## src/rtl/idec_pkg.sv

```systemverilog
`timescale 1ns/1ps
package idec_pkg;

    typedef enum logic [1:0] {
        ILV_NONE = 2'b00,
        ILV_TWO  = 2'b01,
        ILV_FOUR = 2'b10,
        ILV_RSVD = 2'b11
    } ilv_mode_e;

    // number of low address bits that steer module selection
    function automatic int ilv_sel_bits(ilv_mode_e mode);
        case (mode)
            ILV_TWO:  return 1;
            ILV_FOUR: return 2;
            default:  return 0;
        endcase
    endfunction

endpackage

```

## src/rtl/idec_ilv_swap.sv

```systemverilog
`timescale 1ns/1ps
module idec_ilv_swap
    import idec_pkg::*;
#(
    parameter int IN_W       = 24,
    parameter int SMALL_BITS = 15,
    parameter int MAX_SEL    = 2
) (
    input  logic [IN_W-1:0] addr_i,
    input  logic            size64_i,
    input  ilv_mode_e       mode_i,
    output logic [IN_W-1:0] addr_o
);

    // Exchange the lowest address bits with the bits just above the
    // in-module range. The lowest bits then act as module-number bits,
    // and the displaced bits land at the bottom of the index.
    always_comb begin
        int lo;
        int nsel;
        lo     = SMALL_BITS + (size64_i ? 1 : 0);
        nsel   = ilv_sel_bits(mode_i);
        addr_o = addr_i;
        for (int b = 0; b < MAX_SEL; b++) begin
            if (b < nsel) begin
                addr_o[b]      = addr_i[lo + b];
                addr_o[lo + b] = addr_i[b];
            end
        end
    end

endmodule

```

## src/rtl/idec_port_match.sv

```systemverilog
`timescale 1ns/1ps
module idec_port_match
    import idec_pkg::*;
#(
    parameter int IN_W       = 24,
    parameter int WIDE_W     = 22,
    parameter int NARROW_W   = 18,
    parameter int SMALL_BITS = 15,
    parameter int BASE_W     = WIDE_W - SMALL_BITS,
    parameter int IDX_W      = SMALL_BITS + 1
) (
    input  logic [IN_W-1:0]   raw_i,
    input  logic [IN_W-1:0]   swp_i,
    input  logic              en_i,
    input  logic [BASE_W-1:0] base_i,
    input  logic              size64_i,
    input  ilv_mode_e         mode_i,
    input  logic              wide_i,
    output logic              match_o,
    output logic [IDX_W-1:0]  index_o
);

    logic [IN_W-1:0] above;
    logic [IN_W-1:0] sel;
    logic            in_range;
    logic            base_eq;

    always_comb begin
        // bits above the chosen address form must all be clear
        above    = wide_i ? (raw_i >> WIDE_W) : (raw_i >> NARROW_W);
        in_range = (above == '0);
        // module number: everything above the in-module range
        sel      = swp_i >> (SMALL_BITS + (size64_i ? 1 : 0));
        base_eq  = (sel == IN_W'(base_i));
        match_o  = en_i && in_range && base_eq && (mode_i != ILV_RSVD);
        index_o  = swp_i[IDX_W-1:0];
        if (!size64_i) begin
            index_o[IDX_W-1] = 1'b0;
        end
    end

endmodule

```

## src/rtl/imem_port_decoder.sv

```systemverilog
`timescale 1ns/1ps
module imem_port_decoder
    import idec_pkg::*;
#(
    parameter int NPORTS     = 4,
    parameter int IN_W       = 24,
    parameter int WIDE_W     = 22,
    parameter int NARROW_W   = 18,
    parameter int SMALL_BITS = 15
) (
    input  logic                     clk,
    input  logic                     rst_n,
    input  logic [NPORTS-1:0]        cfg_en_i,
    input  logic [NPORTS*(WIDE_W-SMALL_BITS)-1:0] cfg_base_i,
    input  logic [NPORTS-1:0]        cfg_size64_i,
    input  logic [NPORTS*2-1:0]      cfg_ilv_i,
    input  logic [NPORTS-1:0]        cfg_wide_i,
    input  logic [NPORTS-1:0]        req_valid_i,
    input  logic [NPORTS*IN_W-1:0]   req_addr_i,
    output logic [NPORTS-1:0]        rsp_valid_o,
    output logic [NPORTS-1:0]        rsp_hit_o,
    output logic [NPORTS*(SMALL_BITS+1)-1:0] rsp_index_o
);

    localparam int BASE_W = WIDE_W - SMALL_BITS;
    localparam int IDX_W  = SMALL_BITS + 1;

    typedef struct packed {
        logic              en;
        logic [BASE_W-1:0] base;
        logic              size64;
        ilv_mode_e         ilv;
        logic              wide;
    } pcfg_t;

    typedef struct packed {
        pcfg_t [NPORTS-1:0]             cfg;
        logic  [NPORTS-1:0]             vld;
        logic  [NPORTS-1:0]             hit;
        logic  [NPORTS-1:0][IDX_W-1:0]  idx;
    } state_t;

    state_t st_d, st_q;

    logic [NPORTS-1:0]            match_w;
    logic [NPORTS-1:0][IDX_W-1:0] idx_w;
    logic [NPORTS-1:0][IN_W-1:0]  swp_w;

    generate
        for (genvar p = 0; p < NPORTS; p++) begin : g_port
            idec_ilv_swap #(
                .IN_W       (IN_W),
                .SMALL_BITS (SMALL_BITS),
                .MAX_SEL    (2)
            ) u_swap (
                .addr_i   (req_addr_i[p*IN_W +: IN_W]),
                .size64_i (st_q.cfg[p].size64),
                .mode_i   (st_q.cfg[p].ilv),
                .addr_o   (swp_w[p])
            );

            idec_port_match #(
                .IN_W       (IN_W),
                .WIDE_W     (WIDE_W),
                .NARROW_W   (NARROW_W),
                .SMALL_BITS (SMALL_BITS),
                .BASE_W     (BASE_W),
                .IDX_W      (IDX_W)
            ) u_match (
                .raw_i    (req_addr_i[p*IN_W +: IN_W]),
                .swp_i    (swp_w[p]),
                .en_i     (st_q.cfg[p].en),
                .base_i   (st_q.cfg[p].base),
                .size64_i (st_q.cfg[p].size64),
                .mode_i   (st_q.cfg[p].ilv),
                .wide_i   (st_q.cfg[p].wide),
                .match_o  (match_w[p]),
                .index_o  (idx_w[p])
            );
        end
    endgenerate

    always_comb begin
        st_d = st_q;
        for (int p = 0; p < NPORTS; p++) begin
            // configuration is only captured while the port is idle
            if (!req_valid_i[p]) begin
                st_d.cfg[p].en     = cfg_en_i[p];
                st_d.cfg[p].base   = cfg_base_i[p*BASE_W +: BASE_W];
                st_d.cfg[p].size64 = cfg_size64_i[p];
                st_d.cfg[p].ilv    = ilv_mode_e'(cfg_ilv_i[p*2 +: 2]);
                st_d.cfg[p].wide   = cfg_wide_i[p];
            end
            st_d.vld[p] = req_valid_i[p];
            st_d.hit[p] = req_valid_i[p] && match_w[p];
            if (req_valid_i[p]) begin
                st_d.idx[p] = idx_w[p];
            end
        end
    end

    always_ff @(posedge clk) begin
        if (!rst_n) begin
            st_q <= '0;
        end else begin
            st_q <= st_d;
        end
    end

    always_comb begin
        rsp_valid_o = st_q.vld;
        rsp_hit_o   = st_q.hit;
        for (int p = 0; p < NPORTS; p++) begin
            rsp_index_o[p*IDX_W +: IDX_W] = st_q.idx[p];
        end
    end

endmodule

```

## config.mk

```make
export PLATFORM = sky130hd
export DESIGN_NAME = imem_port_decoder
export DESIGN_NICKNAME = d
export VERILOG_FILES = /design/src/rtl/idec_pkg.sv /design/src/rtl/idec_ilv_swap.sv /design/src/rtl/idec_port_match.sv /design/src/rtl/imem_port_decoder.sv
export SDC_FILE = /design/constraint.sdc
export NUM_CORES = 1
export LEC_CHECK = 0
export CELL_PAD_IN_SITES_DETAIL_PLACEMENT = 1
export CELL_PAD_IN_SITES_GLOBAL_PLACEMENT = 1
export CORE_MARGIN = 5
export CORE_UTILIZATION = 32
export DETAILED_ROUTE_END_ITERATION = 8
export PLACE_DENSITY = 0.8
export SYNTH_ARGS = -nofsm -noshare
export SYNTH_HDL_FRONTEND = slang
export SYNTH_SLANG_ARGS = --single-unit
```

## constraint.sdc

```tcl
create_clock -name clk -period 1.8 [get_ports clk]
set_input_delay 0.54 -clock clk [delete_from_list [all_inputs] [get_ports clk]]
set_output_delay 0.54 -clock clk [all_outputs]
set_load 0.02 [all_outputs]
```

---- After elaboration in Yosys (flattened, before gate mapping) ----
Cells that the tools add are included.
Widths: inputs -> output; s select.
storage, ports and cells
  register bits after elaboration ......... 120
  latch bits .............................. 0
  bits in writable memories ............... 0
  memory bits (read-only) ................. 0
  bits of input ports ..................... 150
  logic and storage cells ................. 178
  memories ................................ 0
cells by class
  $add $sub $neg .......................... 8
  $mul .................................... 0
  divide/modulo/power cells ............... 0
  magnitude comparators ................... 24
  equality and inequality tests ........... 16
  shift-type cells ........................ 4
  mux-type cells .......................... 72
  bitwise gates (word level) .............. 0
  reduce and logical (&&, ||, !) cells .... 28
operator list
  cell                   number
  $ge 32x1->1 const B    8
  $lt 32x7->1 const B    8
  $bwmux 24              8
  $mux 24                8
  $add 32x2->32 const B  4
  $add 5x32->32 const A  4
  $shr 24x32->24         4
  $eq 24x7->1            4
  $logic_not 24->1       4
  $bmux 1 s5             8
  $demux 1 s5            8
  $mux 1                 32
  $logic_and 1x1->1      24
  $mux 6                 4
  $lt 1x2->1 const A     8
  $pmux 2 s2             4
  $eq 2x1->1 const B     4
  $eq 2x2->1 const B     4
  $ne 2x2->1 const B     4

---- Longest topological paths before layout ----
Gate-level depths: netlist (run 1).
  depth after elaboration ................. 15
  gate-level depth with buffers ........... 6

---- Cells and area by module ----
From an unflattened synthesis (run 1), not the netlist that was laid out.
second synthesis, totals
  cells, all modules ...................... 753
  area, all modules ....................... 7,329.5 um^2
modules (own cells, without submodules)
  module             instances  cells an instance  area an instance (um^2)
  imem_port_decoder  1          453                5,162.5
  idec_port_match    4          40                 336.6
  idec_ilv_swap      4          35                 205.2

---- Least setup slack after synthesis (run 1) ----
No wires, ideal clock.
  path kind ............................... input -> register
  from .................................... input req_addr_i[45]
  to ...................................... register st_q, in the netlist rsp_hit_o[1]
  setup time .............................. 96 ps
  arrival ................................. 1,367 ps
  required time ........................... 1,704 ps
  slack ................................... 337 ps
  stages on the path ...................... 4
  buffers on the path ..................... 0
  cells stage by stage .................... or3_1 -> a21oi_1 -> o211ai_1 -> nor4b_1
on the way
  word-level cells in the longest chain between the ends .. 12
  elaborated cells between the ends (all ways) .. 18
  those cells by class .................... eq/ne: 1; shift: 1; mux: 11; reduce/logical: 5
RTL lines
  element                                     RTL line                  source
  from (decl)                                 imem_port_decoder.sv:19   input logic [NPORTS*IN_W-1:0] req_addr_i,
  $bmux 1 s5                                  idec_ilv_swap.sv:26       addr_o[b] = addr_i[lo + b];
  $mux 1 (implied by the code) (2 in series)  idec_ilv_swap.sv:26
  $bwmux 24                                   idec_ilv_swap.sv:27       addr_o[lo + b] = addr_i[b];
  $mux 24                                     idec_ilv_swap.sv:25       if (b < nsel) begin
  $bwmux 24                                   idec_ilv_swap.sv:27
  $mux 24                                     idec_ilv_swap.sv:25
  $shr 24x32->24                              idec_port_match.sv:33     sel = swp_i >> (SMALL_BITS + (size64_i ? 1 : 0));
  $eq 24x7->1                                 idec_port_match.sv:34     base_eq = (sel == IN_W'(base_i));
  $logic_and 1x1->1 * (2 in series)           idec_port_match.sv:35     match_o = en_i && in_range && base_eq && (mode_i != ILV_RSVD);
  $logic_and 1x1->1 *                         imem_port_decoder.sv:95   st_d.hit[p] = req_valid_i[p] && match_w[p];
  to (signal assigned)                        imem_port_decoder.sv:106  st_q <= st_d;
  to (decl)                                   imem_port_decoder.sv:43   state_t st_d, st_q;
Mark *: on every way between the ends. The rest lies on a longest branch, timed or not. The select of a mux whose other input is x is not followed.
A chain may end at the register's enable or synchronous reset.

---- Final worst setup path (run 1) ----
  from .................................... register st_q, in the netlist rsp_index_o[14]
  to ...................................... output rsp_index_o[14]
RTL lines
  element    RTL line                 source
  to (decl)  imem_port_decoder.sv:22  output logic [NPORTS*(SMALL_BITS+1)-1:0] rsp_index_o
No word-level cell between the ends.

==> results of run 1 <==
==> routing by layer <==
layer / GRT usage / vias to the layer above
met3: 0.0613 / 20
li1: - / 2199
met1: 0.181 / 2160
met4: 0.0535 / 0
met5: 0 / -
met2: 0.303 / 130
==> power by group <==
group | internal, mW | switching, mW
clock network | 2.16 | 1.25
registers | 2.81 | 0.104
logic | 0.697 | 0.521
==> worst paths after layout <==
| check | start | end | slack [ns] | depth (start not counted) |
|---|---|---|---|---|
| worst min-delay path | rsp_index_o[15] | rsp_index_o[15] | 0.48 | 2 |
| worst max register to register | st_q[87] | rsp_hit_o[1] | 0.19 | 5 |
| worst max-delay path | rsp_index_o[14] | rsp_index_o[14] | 0.13 | 1 |
| worst min register to register | rsp_index_o[15] | rsp_index_o[15] | 0.48 | 2 |
==> logic make-up (layout without fill, tap and decap cells) <==
| family | count (synthesis) | count (layout) | share of synthesized area |
|---|---|---|---|
| compound gates | 24 | 24 | 0.0284 |
| buf+inv | 41 | 284 | 0.0338 |
| xor+xnor | 28 | 28 | 0.0453 |
| mux | 137 | 137 | 0.257 |
| fa+ha+maj | 8 | 8 | 0.0185 |
| flops | 120 | 120 | 0.444 |
| simple gates | 154 | 154 | 0.173 |
==> synth_stat cells, types with 2 or more instances <==
| library cell | n | area, µm² |
|---|---|---|
| xnor2_1 | 17 | 149 |
| a21boi_0 | 4 | 30.0 |
| o211ai_1 | 2 | 15.0 |
| nor4_1 | 6 | 37.5 |
| mux2i_1 | 135 | 1350 |
| o21ai_0 | 4 | 20.0 |
| nor4b_1 | 3 | 26.3 |
| o2111ai_1 | 3 | 26.3 |
| nand3_1 | 5 | 25.0 |
| dfxtp_1 | 120 | 2400 |
| xor2_1 | 11 | 96.3 |
| and4_1 | 2 | 17.5 |
| and2_1 | 5 | 31.3 |
| ha_1 | 8 | 100 |
| nor3_1 | 2 | 10.0 |
| inv_1 | 8 | 30.0 |
| buf_2 | 14 | 70.1 |
| nand4b_1 | 2 | 17.5 |
| nand2b_1 | 5 | 31.3 |
| a21oi_1 | 8 | 40.0 |
| nor2_1 | 9 | 33.8 |
| nor2b_1 | 108 | 676 |
| nand2_1 | 5 | 18.8 |
| clkbuf_1 | 17 | 63.8 |
==> registers in the layout (all words and copies together) (netlist names) <==
register     cells
rsp_hit_o        4
rsp_index_o     64
st_q            48
rsp_valid_o      4
==> stage by stage <==
step | util | power [mW]
after floorplan | - | 3.59
after global placement | 0.477 | 4.22
after detailed placement | 0.477 | 4.27
after CTS | 0.507 | 7.64
after global routing | 0.507 | 7.86
final | 0.507 | 7.54
==> placed cells by master (no fill, tap or decap), types with 2 or more instances in the layout <==
| cell | instances |
|---|---|
| clkdlybuf4s50_1 | 144 |
| mux2i_1 | 135 |
| dfxtp_1 | 120 |
| nor2b_1 | 108 |
| dlygate4sd2_1 | 72 |
| buf_4 | 21 |
| xnor2_1 | 17 |
| clkbuf_16 | 17 |
| xor2_1 | 11 |
| nor2_1 | 9 |
| inv_1 | 8 |
| a21oi_1 | 8 |
| ha_1 | 8 |
| nor4_1 | 6 |
| clkinv_2 | 6 |
| nand2_1 | 5 |
| and2_1 | 5 |
| nand3_1 | 5 |
| nand2b_1 | 5 |
| clkinvlp_4 | 5 |
| buf_2 | 5 |
| o21ai_0 | 4 |
| a21boi_0 | 4 |
| nor4b_1 | 3 |
| o2111ai_1 | 3 |
| bufinv_16 | 3 |
| and4_1 | 2 |
| o211ai_1 | 2 |
| nand4b_1 | 2 |
| nor3_1 | 2 |
| buf_12 | 2 |
==> area by class of cell <==
cell class	instances	area [µm²]	share of cell area
inverters	8	30.0	0.00357
repair buffers	244	2290	0.273
multi-input cells	351	2830	0.336
well taps	220	275	0.0327
clock buffers	18	429	0.0510
clock inverters	14	158	0.0187
flip-flops and latches	120	2400	0.286
==> key figures, run 1 <==
Place
  • Dpl ws: -0.218 ns
  • Placed instance area: just under 8000 µm²
  • Final GP Congestion: between 0.8 and 0.9
  • Placed Cells: around 940
  • PortBufs: 221
  • DP Wirelength: around 13000 µm

CTS
  • Post-CTS Setup Bufs: 0
  • Clock slew at reported path FFs: approximately 0.060 ns
  • Hold_buf cts: 0
  • CTS buffer count: 17
  • Clock Tree Root: clkbuf_16
  • H-tree depth: 4
  • CTS resizes: 72
  • CTS max path bufs: 2
  • Worst-Skew Late Latency: 0.41 ns
  • CTS Sinks: 120
  • CTS tree: built

Final layout
  • Post-route cell area: 8410 µm²
  • Nets: 900
  • Antenna fix cells: 0
  • Synthesis-to-finish area growth: 55.5%
  • Post-route insts no fill: between 900 and 1000
  • Fillers: between 1500 and 2000
  • Share of cells above drive strength 1: 0.0808

Routing
  • Met3 wire length: approximately 1100 µm
  • DRT Pass-1 Iters: 4
  • WL met1: roughly 6600 µm
  • Antenna-violating nets left: 0
  • DRT iter0 DRCs: about 120
  • Routed WL per cell: between 15 and 20 µm
  • Top sig layer: met4
  • Met2 WL: ~8700 µm
  • DRC viols: 0
  • Post-Route WL: 16600 µm
  • Total number of vias: about 4500
  • Vias/cell: between 4 and 5

STA
  • Final Hold Viols: 0
  • Fin worst setup slack: 0.132 ns
  • Smallest hold slack: between 0.4 and 0.5 ns
  • Fmax: 600 MHz
  • TNS Setup: 0 ns
  • Unrepaired setup endpoints after global routing: false
  • Tcrit/Tclk final: 0.926
  • Slew Viols, Final: 0
  • Worst-margin pin slew: 0.500 ns
  • Period minus WS final: 1.67 ns
  • Final setup violating endpoints: 0
  • Worst rel slew slack: 0.666
  • Worst Clk Skew: roughly 0.0044 ns

Floorplan
  • Die Area: approximately 20000 µm²
  • Core area: around 17000 µm²
  • Die Width: about 140 µm
  • Starting Density: 0.326
  • Row cnt: 47
  • Top-Level Pins: around 220
  • Die Y: between 100 and 150 µm

Logic synthesis
  • Post-synth EDFFs: 0
  • Synth Cell Area: between 5000 and 6000 µm²
  • Asr flop ratio synth: 0
  • Mean Syn Cell Area: between 10 and 15 µm²
  • Mapped Nets: 670
  • Synth Instances: 512
  • Ys Warns: 0
  • Synth unique cells: 33
  • Number of synthesized register bits: 120
  • Seq/Total Area, Yosys: 0.444
  • Top FF cell, synth: dfxtp_1

Global route
  • Gr ovfl total: 0
  • Largest net degree at the start of global routing: 55
  • GRT Resource Usage Total: 0.167
  • First-pass GRT wire length: between 20000 and 30000 µm
  • Number of global-route vias before repair: between 4000 and 5000
  • Initial antenna violation count: 0

Critical path
  • CP Max Fanout: 2
  • Top delay family on crit path: buffers and inverters
  • CP startpoint kind: register
  • Cell Chain, Critical Path: dlygate4sd2_1
  • Slowest stage cell, crit path: dlygate4sd2_1
  • Data required, critical path: around 1.3 ns
  • WS Path Type: register to primary output
  • WP buf/inv: 1
  • Slowest Stage Delay on Critical Path: about 0.37 ns
  • Critical path data arrival time: ~1.1 ns
  • CP endpoint kind: primary output

Flow run
  • MaxCap Viol Count: 0

Power
  • Peak supply drop: just under 0.0006 V
  • Pwr Density: approximately 900 nW/µm²
  • Leak: roughly 3.7 nW

Worst hold path
  • Worst hold path type: register to register

Run status
  • Status: finished, final reports clean
No activity file was read; power rests on OpenSTA's default activity.
==> inputs of run 2 (changes only) <==
Settings changed: CELL_PAD_IN_SITES_DETAIL_PLACEMENT 1 to unset, CELL_PAD_IN_SITES_GLOBAL_PLACEMENT 1 to unset, CORE_UTILIZATION 32 to 43, GPL_TIMING_DRIVEN set to 0.
==> key figures, run 2 (synthesis gave the netlist of run 1 again) <==
Critical path
  • CP startpoint kind: input port
  • Critical path data arrival time: 2.04 ns (+0.91 ns)
  • WS Path Type: input port to register
  • Data required, critical path: 2.15 ns (+0.89 ns)
  • CP endpoint kind: register
  • R2R setup slack: 0.25 ns (+0.06 ns)
  • CP Max Fanout: 3 (+1)

Global route
  • Met3 Use GR: 0.0706 (+0.00922)
  • Global-route met2 utilization: 0.364 (+0.0617)
  • Number of global-route vias before repair: 4777 (-4.4%)
  • Top Usage Layer GRT: met2
  • First-pass GRT wire length: 23500 µm (-10%)
  • Gr ovfl total: 0 (unchanged)
  • Largest net degree at the start of global routing: 17 (-69%)
  • GRT Resource Usage Total: 0.204 (+0.0363)
  • Initial antenna violation count: 0 (unchanged)
  • Met1 global-route usage: 0.220 (+0.0391)

Routing
  • Antenna-violating nets left: 0 (unchanged)
  • Total number of vias: 4473 (-0.80%)
  • DRT iter0 DRCs: 120 (-1.6%)
  • DRT Pass-1 Iters: 6 (+2)
  • Routed WL per cell: 16.2 µm (-4.8%)
  • DRC viols: 0 (unchanged)
  • Vias/cell: 4.79 (+3.7%)
  • Post-Route WL: 15100 µm (-8.9%)

Place
  • Final GP Congestion: 0.798 (-4.0%)
  • PortBufs: 217 (-1.8%)
  • DP Wirelength: 11700 µm (-8.8%)
  • Dpl ws: -0.434 ns (-0.217 ns)

CTS
  • Worst-Skew Late Latency: 0.41 ns (about the same)
  • Post-CTS Setup Bufs: 0 (unchanged)
  • Clock Tree Root: clkbuf_16
  • Clock slew at reported path FFs: 0.05 ns (about the same)
  • CTS resizes: 73 (+1.4%)
  • CTS buffer count: 17 (unchanged)
  • H-tree depth: 4 (unchanged)
  • CTS Sinks: 120 (unchanged)
  • CTS tree: built
  • CTS max path bufs: 2 (unchanged)
  • Hold_buf cts: 0 (unchanged)

Floorplan
  • Die Area: 14900 µm² (-24%)
  • Row cnt: 41 (-13%)
  • Core area: 12500 µm² (-25%)
  • Die Y: 122 µm (-13%)
  • Die Width: 122 µm (-13%)
  • Starting Density: 0.434 (+0.108)
  • Top-Level Pins: 222 (unchanged)

Power
  • Peak supply drop: 0.000557 V (-4.8%)
  • Switch share: 0.237 (-0.0122)
  • Net switching power: 1.82 mW (-2.9%)
  • Clock Power Share: 0.466 (+0.014)
  • Int Power: 5.88 mW (+3.7%)
  • Leak: 3.70 nW (-0.20%)
  • Comb pwr share: 0.158 (-0.003)
  • Seq pwr share: 0.377 (-0.010)
  • Pwr Density: 921 nW/µm² (+2.7%)

STA
  • Fmax: 590 MHz (-1.6%)
  • Fin worst setup slack: 0.105 ns (-0.0272 ns)
  • Worst Clk Skew: 0.00384 ns (-0.000526 ns)
  • Period minus WS final: 1.69 ns (+0.0272 ns)
  • Unrepaired setup endpoints after global routing: false
  • Slew Viols, Final: 0 (unchanged)
  • Smallest hold slack: 0.474 ns (-0.00104 ns)
  • Final setup violating endpoints: 0 (unchanged)
  • Worst-margin pin slew: 0.605 ns (+0.105 ns)
  • Final Hold Viols: 0 (unchanged)
  • Worst rel slew slack: 0.597 (-0.0695)
  • Tcrit/Tclk final: 0.942 (+0.0151)

Final layout
  • Antenna fix cells: 0 (unchanged)
  • Fillers: 1031 (-44%)
  • Nets: 906 (+0.67%)
  • Multi-input logic area: 2840 µm² (+0.66%)
  • Reg area: 2400 µm² (unchanged)
  • Share of cells above drive strength 1: 0.0696 (-0.0111)
  • Largest register FFs: 64 (unchanged)
  • Synthesis-to-finish area growth: 54.5%
  • Commonest cells after routing, fill and taps aside: 145 x clkdlybuf4s50_1, 135 x mux2i_1, 120 x dfxtp_1, 108 x nor2b_1, 72 x dlygate4sd2_1
  • Most common cell after layout, fill and taps aside: clkdlybuf4s50_1
  • Post-layout util: 0.671 (+0.163)

Run status
  • Status: finished, final reports clean

Worst hold path
  • Worst hold path type: register to register

Flow run
  • MaxCap Viol Count: 0 (unchanged)
[run 2: cell types whose count changed in the layout (fill, tap and decap cells not counted), sizes merged]
cell	previous run	this run
clkinvlp	5	1
clkinv	6	7
clkbuf	18	38
buf	28	15
clkdlybuf4s50	144	145
bufinv	3	4
[run 2: critical path, cell delays in order]
cell and delay [ns]:
clkdlybuf4s50_1 0.48, nor4_1 0.34, o2111ai_1 0.14, nor4_1 0.30, and4_1 0.25
[run 2: cell type report]
cell class	count	area share
clock inverter	12	0.0208
buffer	33	0.0187
multi-input combinational	351	0.340
tap	172	0.0257
sequential	120	0.287
inverter	8	0.00359
timing repair buffer	217	0.249
clock buffer	20	0.0546
[run 2: per-stage QoR]
| stage | power (mW) | instance area (µm²) | TNS [ns] | cells |
|---|---|---|---|---|
| after CTS | 7.77 | 8340 | 0 | 933 |
| after detailed placement | 4.23 | 7800 | -27.51 | 901 |
| after global placement | 4.19 | 7800 | -26.13 | 901 |
| after floorplan | 3.59 | 5410 | 0 | 512 |
| after global routing | 8.00 | 8360 | 0 | 933 |
| final | 7.70 | 8360 | 0 | 933 |
[run 2: routing by layer]
layer	wire length [µm]	up-vias
met1	6060	2106
met5	0	-
li1	-	2213
met4	272	0
met2	7760	129
met3	1050	25
[run 2: power by group through the flow]
stage | Clock [mW] | Sequential, mW | Combinational [mW]
global route | 3.77 | 2.92 | 1.31
CTS | 3.64 | 2.90 | 1.22
finish | 3.59 | 2.90 | 1.21
floorplan | 0 | 3.05 | 0.535
global placement | 0 | 2.95 | 1.24
detailed placement | 0 | 2.96 | 1.27
[run 2: final timing paths]
check,start,endpoint,cells after the start
max reg2reg,st_q[109],rsp_hit_o[3],5
min reg2reg,rsp_index_o[31],rsp_index_o[31],2
min,rsp_index_o[31],rsp_index_o[31],2
max,req_addr_i[93],rsp_hit_o[3],5
==> inputs of run 3 (changes only) <==
Settings changed: SKIP_CTS_REPAIR_TIMING set to 1.
==> key figures, run 3 (synthesis gave the netlist of run 1 again) <==
STA
  • Period minus WS final: 1.78 ns (+0.0816 ns)
  • TNS Setup: 0 ns (unchanged)
  • Slew Viols, Final: 0 (unchanged)
  • Worst-margin pin slew: 0.620 ns (+0.0147 ns)
  • Worst rel slew slack: 0.587 (-0.00982)
  • Final setup violating endpoints: 0 (unchanged)
  • Worst Clk Skew: 0.00366 ns (-0.000183 ns)
  • Final Hold Viols: 0 (unchanged)
  • Fmax: 563 MHz (-4.6%)
  • Tcrit/Tclk final: 0.987 (+0.0454)

Critical path
  • Critical path data arrival time: 2.13 ns (+0.09 ns)
  • CP startpoint kind: input port
  • CP endpoint kind: register
  • Top delay family on crit path: simple AND/OR/NAND/NOR gates
  • Cell Chain, Critical Path: clkdlybuf4s50_1 -> nor4b_1 -> o2111ai_1 -> nor4_1 -> and4_1
  • WS Path Type: input port to register
  • CP Max Fanout: 3 (unchanged)
  • Slowest stage cell, crit path: clkdlybuf4s50_1
  • Data required, critical path: 2.15 ns (about the same)
  • Slowest Stage Delay on Critical Path: 0.51 ns (+0.03 ns)
  • WP buf/inv: 1 (unchanged)

Final layout
  • Nets: 906 (unchanged)
  • Share of cells above drive strength 1: 0.0683 (-0.00131)
  • Post-route cell area: 8620 µm² (+3.2%)
  • Antenna fix cells: 0 (unchanged)
  • Synthesis-to-finish area growth: 59.4%
  • Multi-input logic area: 2840 µm² (-0.22%)
  • Fillers: 962 (-6.7%)
  • Commonest cells after routing, fill and taps aside: 145 x clkdlybuf4s50_1, 135 x mux2i_1, 120 x dfxtp_1, 108 x nor2b_1, 72 x dlymetal6s2s_1
  • Most common cell after layout, fill and taps aside: clkdlybuf4s50_1
  • Reg area: 2400 µm² (unchanged)
  • Largest register FFs: 64 (unchanged)

Global route
  • First-pass GRT wire length: 23500 µm (about the same)
  • Number of global-route vias before repair: 4777 (unchanged)
  • GRT Resource Usage Total: 0.204 (about the same)
  • Largest net degree at the start of global routing: 17 (unchanged)
  • Initial antenna violation count: 0 (unchanged)
  • Gr ovfl total: 0 (unchanged)

Routing
  • Antenna-violating nets left: 0 (unchanged)
  • DRT iter0 DRCs: 177 (+48%)
  • Routed WL per cell: 16.4 µm (+1.2%)
  • Post-Route WL: 15300 µm (+1.2%)
  • Vias/cell: 4.77 (-0.51%)
  • Total number of vias: 4450 (-0.51%)
  • DRC viols: 0 (unchanged)
  • DRT Pass-1 Iters: 4 (-2)

CTS
  • H-tree depth: 4 (unchanged)
  • Worst-Skew Late Latency: 0.41 ns (about the same)
  • CTS Sinks: 120 (unchanged)
  • Clock slew at reported path FFs: 0.05 ns (about the same)
  • CTS buffer count: 17 (unchanged)
  • Clock Tree Root: clkbuf_16
  • CTS max path bufs: 2 (unchanged)
  • CTS tree: built

Place
  • PortBufs: 217 (unchanged)
  • Placed instance area: 7800 µm² (unchanged)
  • DP Wirelength: 11700 µm (unchanged)
  • Final GP Congestion: 0.798 (unchanged)

Floorplan
  • Starting Density: 0.434 (unchanged)
  • Core area: 12500 µm² (unchanged)
  • Row cnt: 41 (unchanged)
  • Top-Level Pins: 222 (unchanged)
  • Die Width: 122 µm (unchanged)
  • Die Y: 122 µm (unchanged)
  • Die Area: 14900 µm² (unchanged)

Flow run
  • MaxCap Viol Count: 0 (unchanged)

Worst hold path
  • Worst hold path type: register to register

Power
  • Peak supply drop: 0.000556 V (-0.11%)
  • Pwr Density: 898 nW/µm² (-2.5%)
  • Leak: 4.57 nW (+23%)

Run status
  • Status: finished, final reports clean
-- run 3: area by class of cell --
class	count	share of cell area
multi-input combinational	351	0.329
inverter	8	0.00348
clock buffer	20	0.0530
sequential	120	0.279
tap	172	0.0250
buffer	33	0.0181
clock inverter	12	0.0202
timing repair buffer	217	0.273
-- run 3: worst paths after layout --
path | start | to | slack [ns] | cells past startpoint
worst max-delay path | rst_n | rsp_hit_o[3] | 0.02 | 5
worst max register to register | st_q[109] | rsp_hit_o[3] | 0.15 | 5
worst min register to register | rsp_index_o[31] | rsp_index_o[31] | 0.47 | 2
worst min-delay path | rsp_index_o[31] | rsp_index_o[31] | 0.47 | 2
-- run 3: where the power goes --
| group | internal [mW] | switching, mW | total, mW |
|---|---|---|---|
| Clock | 2.38 | 1.20 | 3.58 |
| Sequential | 2.81 | 0.0873 | 2.90 |
| Combinational | 0.726 | 0.535 | 1.26 |
-- run 3: per-stage QoR --
stage,power (mW),instances,setup WS [ns],util,hold WS [ns]
after global routing,8.05,933,-0.00711,0.692,0.516
after CTS,7.83,933,-0.148,0.676,0.488
after detailed placement,4.23,901,-0.434,0.626,0.478
final,7.75,933,0.0237,0.692,0.474
after floorplan,3.59,512,0.337,-,0.486
after global placement,4.19,901,-0.407,0.626,0.465
-- run 3: per-layer routing --
metal	vias to the layer above	GRT usage	routed length, µm
li1	2207	-	-
met1	2085	0.220	6090
met2	135	0.364	7890
met3	23	0.0724	1090
met4	0	0.0791	255
met5	-	0	0
-- run 3: worst register-to-register path: cells and delay by family, from the launching register on --
kind	cells	cell delay, ns
adders and majority gates	1	0.19
DFF	1	0.33
and+or+nand+nor	3	0.91
AOI/OAI and AO/OA	1	0.17
